### src/rtl/sched_mux_pkg.sv
package sched_mux_pkg;

  localparam int unsigned NUM_IN = 5;
  localparam int unsigned SRC_W  = 3;

  localparam logic [SRC_W-1:0] SRC_NORTH = 3'd0;
  localparam logic [SRC_W-1:0] SRC_SOUTH = 3'd1;
  localparam logic [SRC_W-1:0] SRC_EAST  = 3'd2;
  localparam logic [SRC_W-1:0] SRC_WEST  = 3'd3;
  localparam logic [SRC_W-1:0] SRC_LOCAL = 3'd4;

  // next input in the rotation, local wraps to north
  function automatic logic [SRC_W-1:0] src_after(logic [SRC_W-1:0] s);
    return (s >= SRC_LOCAL) ? SRC_NORTH : s + 3'd1;
  endfunction

  // first requesting input found when searching from 'start' upward, cyclically
  function automatic logic [SRC_W-1:0] rotate_pick(logic [NUM_IN-1:0] req,
                                                   logic [SRC_W-1:0]  start);
    logic [SRC_W-1:0] probe;
    logic [SRC_W-1:0] won;
    logic             seen;
    probe = start;
    won   = start;
    seen  = 1'b0;
    for (int k = 0; k < NUM_IN; k++) begin
      if (!seen && req[probe]) begin
        won  = probe;
        seen = 1'b1;
      end
      probe = src_after(probe);
    end
    return won;
  endfunction

endpackage

### src/rtl/sched_rr_arb.sv
module sched_rr_arb
  import sched_mux_pkg::*;
(
  input  logic              clk,
  input  logic              rst_n,
  input  logic [NUM_IN-1:0] req,
  input  logic              done,
  input  logic [SRC_W-1:0]  done_src,
  output logic [SRC_W-1:0]  pick
);

  logic [SRC_W-1:0] start_q;

  always_ff @(posedge clk or negedge rst_n) begin
    if (!rst_n)    start_q <= SRC_NORTH;
    else if (done) start_q <= src_after(done_src);
  end

  assign pick = rotate_pick(req, start_q);

endmodule

### src/rtl/sched_regs.sv
module sched_regs
  import sched_mux_pkg::*;
#(
  parameter int unsigned DEPTH  = 16,
  parameter int unsigned CNT_W  = 8,
  parameter int unsigned CFG_W  = 16,
  parameter int unsigned ADDR_W = $clog2(DEPTH) + 1
) (
  input  logic                     clk,
  input  logic                     rst_n,
  input  logic                     cfg_we,
  input  logic [ADDR_W-1:0]        cfg_addr,
  input  logic [CFG_W-1:0]         cfg_wdata,
  input  logic [$clog2(DEPTH)-1:0] rd_slot,
  output logic [SRC_W-1:0]         rd_src,
  output logic [CNT_W-1:0]         rd_cnt,
  output logic [$clog2(DEPTH)-1:0] last_slot,
  output logic                     running,
  output logic                     start_cmd
);

  localparam int unsigned IDX_W = $clog2(DEPTH);
  localparam logic [ADDR_W-1:0] A_LAST = ADDR_W'(DEPTH);
  localparam logic [ADDR_W-1:0] A_CTRL = ADDR_W'(DEPTH + 1);

  logic [SRC_W-1:0] slot_src [DEPTH];
  logic [CNT_W-1:0] slot_cnt [DEPTH];
  logic [IDX_W-1:0] last_q;
  logic             run_q;
  logic             table_we, last_we, ctrl_we;
  logic             unused_hi;

  assign table_we  = cfg_we && !run_q && (cfg_addr < A_LAST);
  assign last_we   = cfg_we && !run_q && (cfg_addr == A_LAST);
  assign ctrl_we   = cfg_we && (cfg_addr == A_CTRL);
  assign start_cmd = ctrl_we && cfg_wdata[0];
  assign unused_hi = ^cfg_wdata[CFG_W-1:CNT_W+SRC_W];

  always_ff @(posedge clk or negedge rst_n) begin
    if (!rst_n) begin
      for (int k = 0; k < DEPTH; k++) begin
        slot_src[k] <= SRC_NORTH;
        slot_cnt[k] <= '0;
      end
    end else if (table_we) begin
      for (int k = 0; k < DEPTH; k++) begin
        if (cfg_addr == ADDR_W'(k)) begin
          slot_src[k] <= cfg_wdata[CNT_W +: SRC_W];
          slot_cnt[k] <= cfg_wdata[CNT_W-1:0];
        end
      end
    end
  end

  always_ff @(posedge clk or negedge rst_n) begin
    if (!rst_n) begin
      last_q <= '0;
      run_q  <= 1'b0;
    end else begin
      if (last_we) last_q <= cfg_wdata[IDX_W-1:0];
      if (ctrl_we) run_q  <= cfg_wdata[0];
    end
  end

  assign rd_src    = slot_src[rd_slot];
  assign rd_cnt    = slot_cnt[rd_slot];
  assign last_slot = last_q;
  assign running   = run_q;

endmodule

### src/rtl/sched_stepper.sv
module sched_stepper #(
  parameter int unsigned DEPTH = 16,
  parameter int unsigned CNT_W = 8
) (
  input  logic                     clk,
  input  logic                     rst_n,
  input  logic                     start_cmd,
  input  logic                     pkt_counted,
  input  logic [CNT_W-1:0]         limit,
  input  logic [$clog2(DEPTH)-1:0] last_slot,
  output logic [$clog2(DEPTH)-1:0] slot,
  output logic                     slot_adv
);

  localparam int unsigned IDX_W = $clog2(DEPTH);

  logic [IDX_W-1:0] slot_q;
  logic [CNT_W-1:0] sent_q;

  // a slot is finished when this packet brings the tally up to its limit;
  // a limit of zero is satisfied by the first packet
  function automatic logic quota_met(logic [CNT_W-1:0] sent, logic [CNT_W-1:0] lim);
    return ({1'b0, sent} + 1'b1) >= {1'b0, lim};
  endfunction

  function automatic logic [IDX_W-1:0] slot_after(logic [IDX_W-1:0] s, logic [IDX_W-1:0] last);
    return (s == last) ? '0 : s + 1'b1;
  endfunction

  assign slot_adv = pkt_counted && !start_cmd && quota_met(sent_q, limit);

  always_ff @(posedge clk or negedge rst_n) begin
    if (!rst_n) begin
      slot_q <= '0;
      sent_q <= '0;
    end else if (start_cmd) begin
      slot_q <= '0;
      sent_q <= '0;
    end else if (slot_adv) begin
      slot_q <= slot_after(slot_q, last_slot);
      sent_q <= '0;
    end else if (pkt_counted) begin
      sent_q <= sent_q + 1'b1;
    end
  end

  assign slot = slot_q;

endmodule

### src/rtl/sched_out_mux.sv
module sched_out_mux
  import sched_mux_pkg::*;
#(
  parameter int unsigned DATA_W = 32,
  parameter int unsigned DEPTH  = 16,
  parameter int unsigned CNT_W  = 8,
  parameter int unsigned CFG_W  = 16,
  parameter int unsigned ADDR_W = $clog2(DEPTH) + 1
) (
  input  logic                     clk,
  input  logic                     rst_n,
  input  logic [4:0]               in_valid,
  input  logic [4:0]               in_last,
  input  logic [5*DATA_W-1:0]      in_data,
  output logic [4:0]               in_ready,
  output logic                     out_valid,
  output logic                     out_last,
  output logic [DATA_W-1:0]        out_data,
  input  logic                     out_ready,
  input  logic                     cfg_we,
  input  logic [ADDR_W-1:0]        cfg_addr,
  input  logic [CFG_W-1:0]         cfg_wdata
);

  localparam int unsigned IDX_W = $clog2(DEPTH);

  // named events shared with the checker
  logic [SRC_W-1:0]  ent_src;
  logic [CNT_W-1:0]  ent_cnt;
  logic [IDX_W-1:0]  last_slot, slot;
  logic              running, start_cmd, slot_adv;
  logic [SRC_W-1:0]  rr_src, sel_src, lock_src_q;
  logic              lock_q, quota_q;
  logic [NUM_IN-1:0] hit;
  logic [DATA_W-1:0] lane [NUM_IN];
  logic              flit_xfer, pkt_begin, pkt_end, pkt_counted;

  sched_regs #(
    .DEPTH (DEPTH),
    .CNT_W (CNT_W),
    .CFG_W (CFG_W),
    .ADDR_W(ADDR_W)
  ) u_regs (
    .clk      (clk),
    .rst_n    (rst_n),
    .cfg_we   (cfg_we),
    .cfg_addr (cfg_addr),
    .cfg_wdata(cfg_wdata),
    .rd_slot  (slot),
    .rd_src   (ent_src),
    .rd_cnt   (ent_cnt),
    .last_slot(last_slot),
    .running  (running),
    .start_cmd(start_cmd)
  );

  sched_stepper #(
    .DEPTH(DEPTH),
    .CNT_W(CNT_W)
  ) u_step (
    .clk        (clk),
    .rst_n      (rst_n),
    .start_cmd  (start_cmd),
    .pkt_counted(pkt_counted),
    .limit      (ent_cnt),
    .last_slot  (last_slot),
    .slot       (slot),
    .slot_adv   (slot_adv)
  );

  sched_rr_arb u_rr (
    .clk     (clk),
    .rst_n   (rst_n),
    .req     (in_valid),
    .done    (pkt_end),
    .done_src(sel_src),
    .pick    (rr_src)
  );

  // a held packet keeps its input; otherwise the active mode chooses
  assign sel_src = lock_q  ? lock_src_q :
                   running ? ent_src    : rr_src;

  // an input code outside 0..4 matches no lane, so the output stalls
  for (genvar g = 0; g < NUM_IN; g++) begin : g_lane
    assign hit[g]  = (sel_src == SRC_W'(g));
    assign lane[g] = hit[g] ? in_data[g*DATA_W +: DATA_W] : '0;
  end

  always_comb begin
    out_data = '0;
    for (int k = 0; k < NUM_IN; k++) out_data = out_data | lane[k];
  end

  assign out_valid = |(in_valid & hit);
  assign out_last  = |(in_last & hit);
  assign in_ready  = in_valid & hit & {NUM_IN{out_ready}};

  assign flit_xfer   = out_valid && out_ready;
  assign pkt_begin   = flit_xfer && !lock_q;
  assign pkt_end     = flit_xfer && out_last;
  assign pkt_counted = pkt_end && running && !start_cmd && (lock_q ? quota_q : 1'b1);

  always_ff @(posedge clk or negedge rst_n) begin
    if (!rst_n) begin
      lock_q     <= 1'b0;
      lock_src_q <= SRC_NORTH;
    end else if (pkt_end) begin
      lock_q     <= 1'b0;
    end else if (pkt_begin) begin
      lock_q     <= 1'b1;
      lock_src_q <= sel_src;
    end
  end

  // a multi-flit packet counts toward a slot only if it opened under the
  // sequencer and no start arrived while it was in flight
  always_ff @(posedge clk or negedge rst_n) begin
    if (!rst_n)         quota_q <= 1'b0;
    else if (start_cmd) quota_q <= 1'b0;
    else if (pkt_begin) quota_q <= running;
  end

endmodule

### config.mk
export PLATFORM = sky130hd
export DESIGN_NAME = sched_out_mux
export DESIGN_NICKNAME = d
export VERILOG_FILES = /design/src/rtl/sched_mux_pkg.sv /design/src/rtl/sched_rr_arb.sv /design/src/rtl/sched_regs.sv /design/src/rtl/sched_stepper.sv /design/src/rtl/sched_out_mux.sv
export SDC_FILE = /design/constraint.sdc
export NUM_CORES = 1
export LEC_CHECK = 0
export BUFFER_PORTS_ARGS = -buffer_cell sky130_fd_sc_hd__buf_2
export CAP_MARGIN = 10
export CORE_MARGIN = 5
export CORE_UTILIZATION = 56
export DETAILED_ROUTE_END_ITERATION = 12
export GPL_TIMING_DRIVEN = 0
export PLACE_DENSITY = 0.82
export SETUP_SLACK_MARGIN = 0.1
export SLEW_MARGIN = 25
export SYNTH_ARGS = -nofsm -noshare
export SYNTH_HDL_FRONTEND = slang
export SYNTH_SLANG_ARGS = --single-unit
### constraint.sdc
create_clock -name clk -period 7.6 [get_ports clk]
set_clock_uncertainty 0.2 [all_clocks]
set_input_delay 1.52 -clock clk [delete_from_list [all_inputs] [get_ports clk]]
set_output_delay 1.52 -clock clk [all_outputs]
set_load 0.05 [all_outputs]
==> qor.yml, run 1 <==
outcome: "completed"
grt_pass1_wl_um: 58100
dp.cells: 1478
rsz0062_at_grt: "yes"
antenna_found_initial: 4
layout.nets: 1451
ys.flop_type: "dfrtp_1"
leakagePower_uw: 0.00647
drv_slew: 0
vias: 9842
htree_levels: 1
worstPathArrival_ns: 5.61
die_w_um: 153
async_reset_ff_share_pct: 100
crit_cells: 24
finalSetupTns_ns: 0
drcViolationCount: 0
fin_crit_sh_pct: 96.4
synthTopCellsByArea: "dfrtp_1 44%, mux2_2 18%, mux4_2 6.1%"
layout_common_cells: "227 x buf_2, 200 x dfrtp_1, 181 x mux2_2"
clk_latency_ns: 0.50
worst_slew_pin_slew_ns: 1.09
min_path_type: "reg -> reg"
synth_top_area_cell: "dfrtp_1"
grt_usage_pct: 31.3
drt-initial-drc-count: 1012
mostFrequentLayoutCell: "buf_2"
io_pins: 234
initial_core_util_pct: 56.9
synth_edf_count: 0
grt_pass1_vias: 9969
hold_viol: 0
critical_path_buf_inv_count: 7
fmax_ghz: 0.136
synth_area_per_cell_um2: 11.8
drt-pass1-iter-count: 9
instances_no_fill: 1523
die-area_um2: 23500
hold_ws_ns: 0.291
synth_top_area_share_pct: 43.7
worst_path_max_delay_cell: "a2111o_1"
ys_seq_elements: 201
cts_buffers: 21
cts.sinks: 201
ir_worst_vdd_v: 0.000242
routed_via_density: 6.46
avgRoutedWirePerCell_um: 25.2
maxCapViolations: 0
path_cells: "buf_4 -> inv_1 -> ha_1 -> inv_2 -> nor2_1 -> ha_1 -> and2_1 -> ha_4 -> nor2_1 -> a2111o_1 -> a31o_2 -> mux2i_1 -> a21oi_1 -> o22ai_2 -> a221oi_4 -> o31ai_4 -> buf_4 -> ha_1 -> and2_1 -> clkbuf_1 -> buf_2 -> a222oi_1 -> o21ai_1 -> clkbuf_4"
cts_buffer_depth: 3
cp_max_fo: 10
whs_path_depth: 2
rows: 52
drive_gt1_share_pct: 42.9
yosysSeqAreaShare_pct: 43.7
routabilityCongestion: 1.02
maxSlewHeadroom_pct: 27.5
cp_common_cell: "ha_1"
cp-start-kind: "flip-flop"
cts-root-buf: "clkbuf_16"
area_delta_synth_final_pct: 21.0
synth_nets: 1193
cts_tree: "yes"
synth_area_um2: 11500
yosys_warnings: 0
clk_pin_slew_ns: 0.06
hpwl_um: 27500
postRouteAntennaNets: 0
path_class: "reg -> out"
grt_max_degree: 81
core_um2: 20200
synthCells: 979
grt_overflow: 0
final_util_pct: 68.9
r2r.worst_path.cells: 18
p_per_area_nw_per_um2: 419
setup_viol: 0
dieHeight_um: 153
end_kind: "output port"
synth_cell_type_count: 74
finalCriticalPeriod_ns: 7.33
cp.required_ns: 5.88
cts_hold_buffers: 0
drt-total-wl_um: 38400
numPortBuffers: 227
cp_top_family: "compound AO/OA/AOI/OAI gates"
critical_path.max_stage_delay_ns: 0.39
==> registers in the layout, indices dropped and copies added (netlist names) <==
signal and cells:
u_regs.running 1, u_rr.start_q 3, u_regs.slot_src 48, u_step.slot 4, lock_q 1, u_step.sent_q 8
lock_src_q 3, quota_q 1, u_regs.last_slot 4, u_regs.slot_cnt 128
==> synth_stat cells (all sizes together), types with 3 or more instances <==
master and instances:
nand2 74, a22oi 4, a21oi 24, a21o 5, o311ai 4, nor2b 9, nand2b 6, nor2 23
nand4 5, o2bb2ai 3, mux2 181, or4 5, inv 15, and3 5, o32ai 4, mux4 31
dfrtp 201, ha 19, clkbuf 47, nor3 10, o21a 9, a211o 3, a221oi 17, o31ai 5
buf 31, a31oi 3, nand3 15, xnor2 9, and2 8, mux2i 64, o41ai 7, o21ai 68
a222oi 32
==> final timing paths <==
kind                                                       start                          endpoint  slack (ns)
worst max-delay path                 u_rr.start_q[0]$_DFFE_PN0N_                      out_data[26]        0.27
worst min-delay path            u_regs.slot_cnt[112]$_DFFE_PN0P_  u_regs.slot_cnt[112]$_DFFE_PN0P_        0.29
worst max register to register        u_step.slot[0]$_DFFE_PN0P_      u_step.sent_q[6]$_DFFE_PN0P_        1.10
worst min register to register  u_regs.slot_cnt[112]$_DFFE_PN0P_  u_regs.slot_cnt[112]$_DFFE_PN0P_        0.29
max in group asynchronous                                  rst_n       u_rr.start_q[0]$_DFFE_PN0N_        5.69
min in group asynchronous                                  rst_n  u_regs.slot_cnt[107]$_DFFE_PN0P_        0.74
==> area by class of cell <==
cell class,instances,area (um2)
Inverter,15,56.3
Clock inverter,7,119
Clock buffer,28,582
Buffer,78,377
Fill cell,1472,6290
Antenna cell,4,10.0
Timing Repair Buffer,235,1270
Tap cell,270,338
Multi-Input combinational cell,685,6160
Sequential cell,201,5030
==> per-stage QoR <==
step	power [uW]	cell area [um2]	setup WS, ns
5_1_grt	6100	13900	-0.00689
6_report	5840	13900	0.273
4_1_cts	5690	13800	0.168
2_1_floorplan	3760	11500	0.897
3_5_place_dp	4550	13100	-0.0247
3_3_place_gp	4490	13000	0.0457
==> cell families (layout without fill, tap and decap cells) <==
group,count (synthesis),after routing,synth area share [%]
other cells,0,4,0
fa+ha+maj,19,19,2.06
buf+inv,93,363,3.63
flops,201,201,43.7
mux,276,276,29.3
compound gates,206,206,13.0
simple gates,174,174,7.60
xor+xnor,10,10,0.760
==> worst min-delay path, cell delays in order (launching register included) <==
cell	delay, ns
dfrtp_1	0.35
nand2_1	0.05
o21ai_0	0.06
==> metal layers <==
metal	track usage [%]	wire length [um]	vias to the layer above
li1	-	-	4249
met1	37.7	13700	4878
met2	55.8	19700	585
met3	5.57	3230	130
met4	12.7	1760	0
met5	0	0	-
==> timing repair <==
action                     4_1_cts  5_1_grt
pin swaps                        1        8
setup endpoints to repair       35       33
gates resized for setup         12       27
setup buffers                    1        5
==> power breakdown <==
| part | leakage (uW) | total [uW] | switching [uW] | internal, uW |
|---|---|---|---|---|
| sequential | 0.00257 | 1390 | 117 | 1280 |
| clock | 0.000342 | 1060 | 419 | 640 |
| combinational | 0.00355 | 3390 | 2200 | 1190 |
(Power assumes the default switching activity.)
==> inputs of run 2 (changes only) <==
--- a/config.mk
+++ b/config.mk
@@ -7,8 +7,11 @@
 export LEC_CHECK = 0
 export BUFFER_PORTS_ARGS = -buffer_cell sky130_fd_sc_hd__buf_2
 export CAP_MARGIN = 10
+export CELL_PAD_IN_SITES_DETAIL_PLACEMENT = 0
+export CELL_PAD_IN_SITES_GLOBAL_PLACEMENT = 1
+export CORE_ASPECT_RATIO = 0.5
 export CORE_MARGIN = 5
-export CORE_UTILIZATION = 56
+export CORE_UTILIZATION = 44
 export DETAILED_ROUTE_END_ITERATION = 12
 export GPL_TIMING_DRIVEN = 0
 export PLACE_DENSITY = 0.82
==> run 2 against run 1 <==
- critical path depth fell by 1
- die area increased by 26%
- via count decreased by 2.3%
- register-to-register slack improved by 0.23 ns
- non-clock buffer count increased by 13
- clock power about the same
- worst setup slack improved by 0.0042 ns
- sequential power is essentially flat
- combinational power grew 5%
- sequential share of layout area decreased by 0.57 points
- total power rose by 3.4%
- final cell count up 6.0%
- largest power group unchanged
==> qor.yml, run 2 (synthesized netlist as in run 1, its figures left out) <==
outcome: "completed"
cts-root-buf: "clkbuf_16"
routabilityCongestion: 0.954
worst_slew_pin_slew_ns: 1.15
layout_common_cells: "234 x buf_2, 199 x dfrtp_1, 181 x mux2_2"
cts.sinks: 201
leakagePower_uw: 0.00655
p_per_area_nw_per_um2: 426
grt_pass1_wl_um: 59500
cts_tree: "yes"
cp.required_ns: 5.88
min_path_type: "reg -> reg"
area_delta_synth_final_pct: 23.0
initial_core_util_pct: 45.2
setup_viol: 0
finalCriticalPeriod_ns: 7.32
numPortBuffers: 227
drive_gt1_share_pct: 44.0
hpwl_um: 29400
fin_crit_sh_pct: 96.4
clk_pin_slew_ns: 0.06
path_class: "reg -> out"
ir_worst_vdd_v: 0.000229
maxCapViolations: 0
cp-start-kind: "flip-flop"
drcViolationCount: 0
largest_reg_flops: 128
grt_max_degree: 100
place_area_um2: 13200
cts_buffer_depth: 3
core_um2: 25500
io_pins: 234
die_w_um: 239
rows: 41
die-area_um2: 29700
cts_hold_buffers: 0
top_register: "u_regs.slot_cnt"
clk_latency_ns: 0.50
n_fill_cell: 2201
drt-total-wl_um: 39800
drv_slew: 0
vias: 9618
grt_overflow: 0
antenna_found_initial: 6
dieHeight_um: 124
htree_levels: 1
drt-pass1-iter-count: 10
layout.nets: 1464
routed_via_density: 5.96
fmax_ghz: 0.137
end_kind: "output port"
rsz0062_at_grt: "no"
worstPathArrival_ns: 5.60
grt_pass1_vias: 9899
mostFrequentLayoutCell: "buf_2"
final_util_pct: 55.6
drt-initial-drc-count: 727
avgRoutedWirePerCell_um: 24.6
cp_max_fo: 10
postRouteAntennaNets: 0
maxSlewHeadroom_pct: 23.4
reg.largest.list: "u_regs.slot_cnt (128), u_regs.slot_src (48), u_step.sent_q (8)"
design_area_um2: 14200
grt_usage_pct: 25.6
hold_viol: 0
cts_buffers: 21
==> run 2: cell count changes in the layout (fill, tap and decap cells not counted), sizes merged <==
cell,delta
buf,+18
clkbuf,-5
clkinv,+3
diode,+1
==> run 2: path summary, 6_finish.rpt <==
check                                           startpoint  depth (start not counted)  slack [ns]                         endpoint
min in group asynchronous                            rst_n                          1        0.62   u_regs.slot_src[3]$_DFFE_PN0P_
min                        u_regs.slot_cnt[48]$_DFFE_PN0P_                          2        0.28  u_regs.slot_cnt[48]$_DFFE_PN0P_
max reg2reg                     u_step.slot[1]$_DFFE_PN0P_                         17        1.33     u_step.sent_q[6]$_DFFE_PN0P_
min reg2reg                u_regs.slot_cnt[48]$_DFFE_PN0P_                          2        0.28  u_regs.slot_cnt[48]$_DFFE_PN0P_
max                            u_rr.start_q[0]$_DFFE_PN0N_                         23        0.28                     out_data[18]
max in group asynchronous                            rst_n                          2        5.87      u_rr.start_q[0]$_DFFE_PN0N_
==> run 2: area by class of cell <==
| type | count | area [um2] | area share [%] |
|---|---|---|---|
| tap | 344 | 430 | 3.04 |
| clock inverter | 10 | 131 | 0.927 |
| timing repair buffer | 248 | 1360 | 9.59 |
| inverter | 15 | 56.3 | 0.397 |
| clock buffer | 28 | 592 | 4.18 |
| buffer | 78 | 402 | 2.83 |
| antenna | 5 | 12.5 | 0.0883 |
| sequential | 201 | 5030 | 35.5 |
| multi-input combinational | 685 | 6160 | 43.4 |
==> run 2: repair_timing <==
item	CTS	global route
pin swaps	7	11
setup endpoints to repair	35	25
setup buffers	4	15
hold endpoints to repair	0	0
gates resized for setup	19	21
==> run 2: worst max-delay path: stages (launching register included) <==
cell and delay, ns:
dfrtp_2 0.41, buf_6 0.12, inv_2 0.06, ha_1 0.23, inv_2 0.08, nor2_1 0.05
ha_1 0.36, and2_4 0.17, ha_4 0.29, nor2_1 0.05, a2111o_1 0.45, a31oi_4 0.26
nor2_2 0.09, a211o_1 0.27, a221oi_4 0.29, o31ai_4 0.09, buf_4 0.17, ha_1 0.23
and2_1 0.15, clkbuf_1 0.15, buf_6 0.16, a222oi_1 0.58, o21ai_1 0.13, buf_2 0.25
==> run 2: layer usage <==
metal,up-vias,track usage [%],share of wire (%),wire (um)
li1,4289,-,-,-
met1,4818,30.9,38,15000
met2,421,45.8,50,20100
met3,86,4.91,7.7,3060
met4,4,8.97,4.0,1610
met5,-,0,0.060,24
==> run 2: metrics by stage <==
step / std cells / TNS (ns) / hold WS [ns] / worst slack (ns) / power (uW)
after floorplan: 979 / 0 / 0.245 / 0.897 / 3760
after global placement: 1550 / -1.16 / 0.259 / -0.119 / 4600
after detailed placement: 1552 / -2.25 / 0.270 / -0.164 / 4660
after CTS: 1594 / 0 / 0.284 / 0.134 / 5860
after global routing: 1610 / 0 / 0.305 / 0.0720 / 6320
final: 1614 / 0 / 0.282 / 0.277 / 6040
==> run 2: where the power goes <==
part | internal (uW) | switching [uW]
Sequential | 1280 | 111
Combinational | 1280 | 2290
Clock | 651 | 424
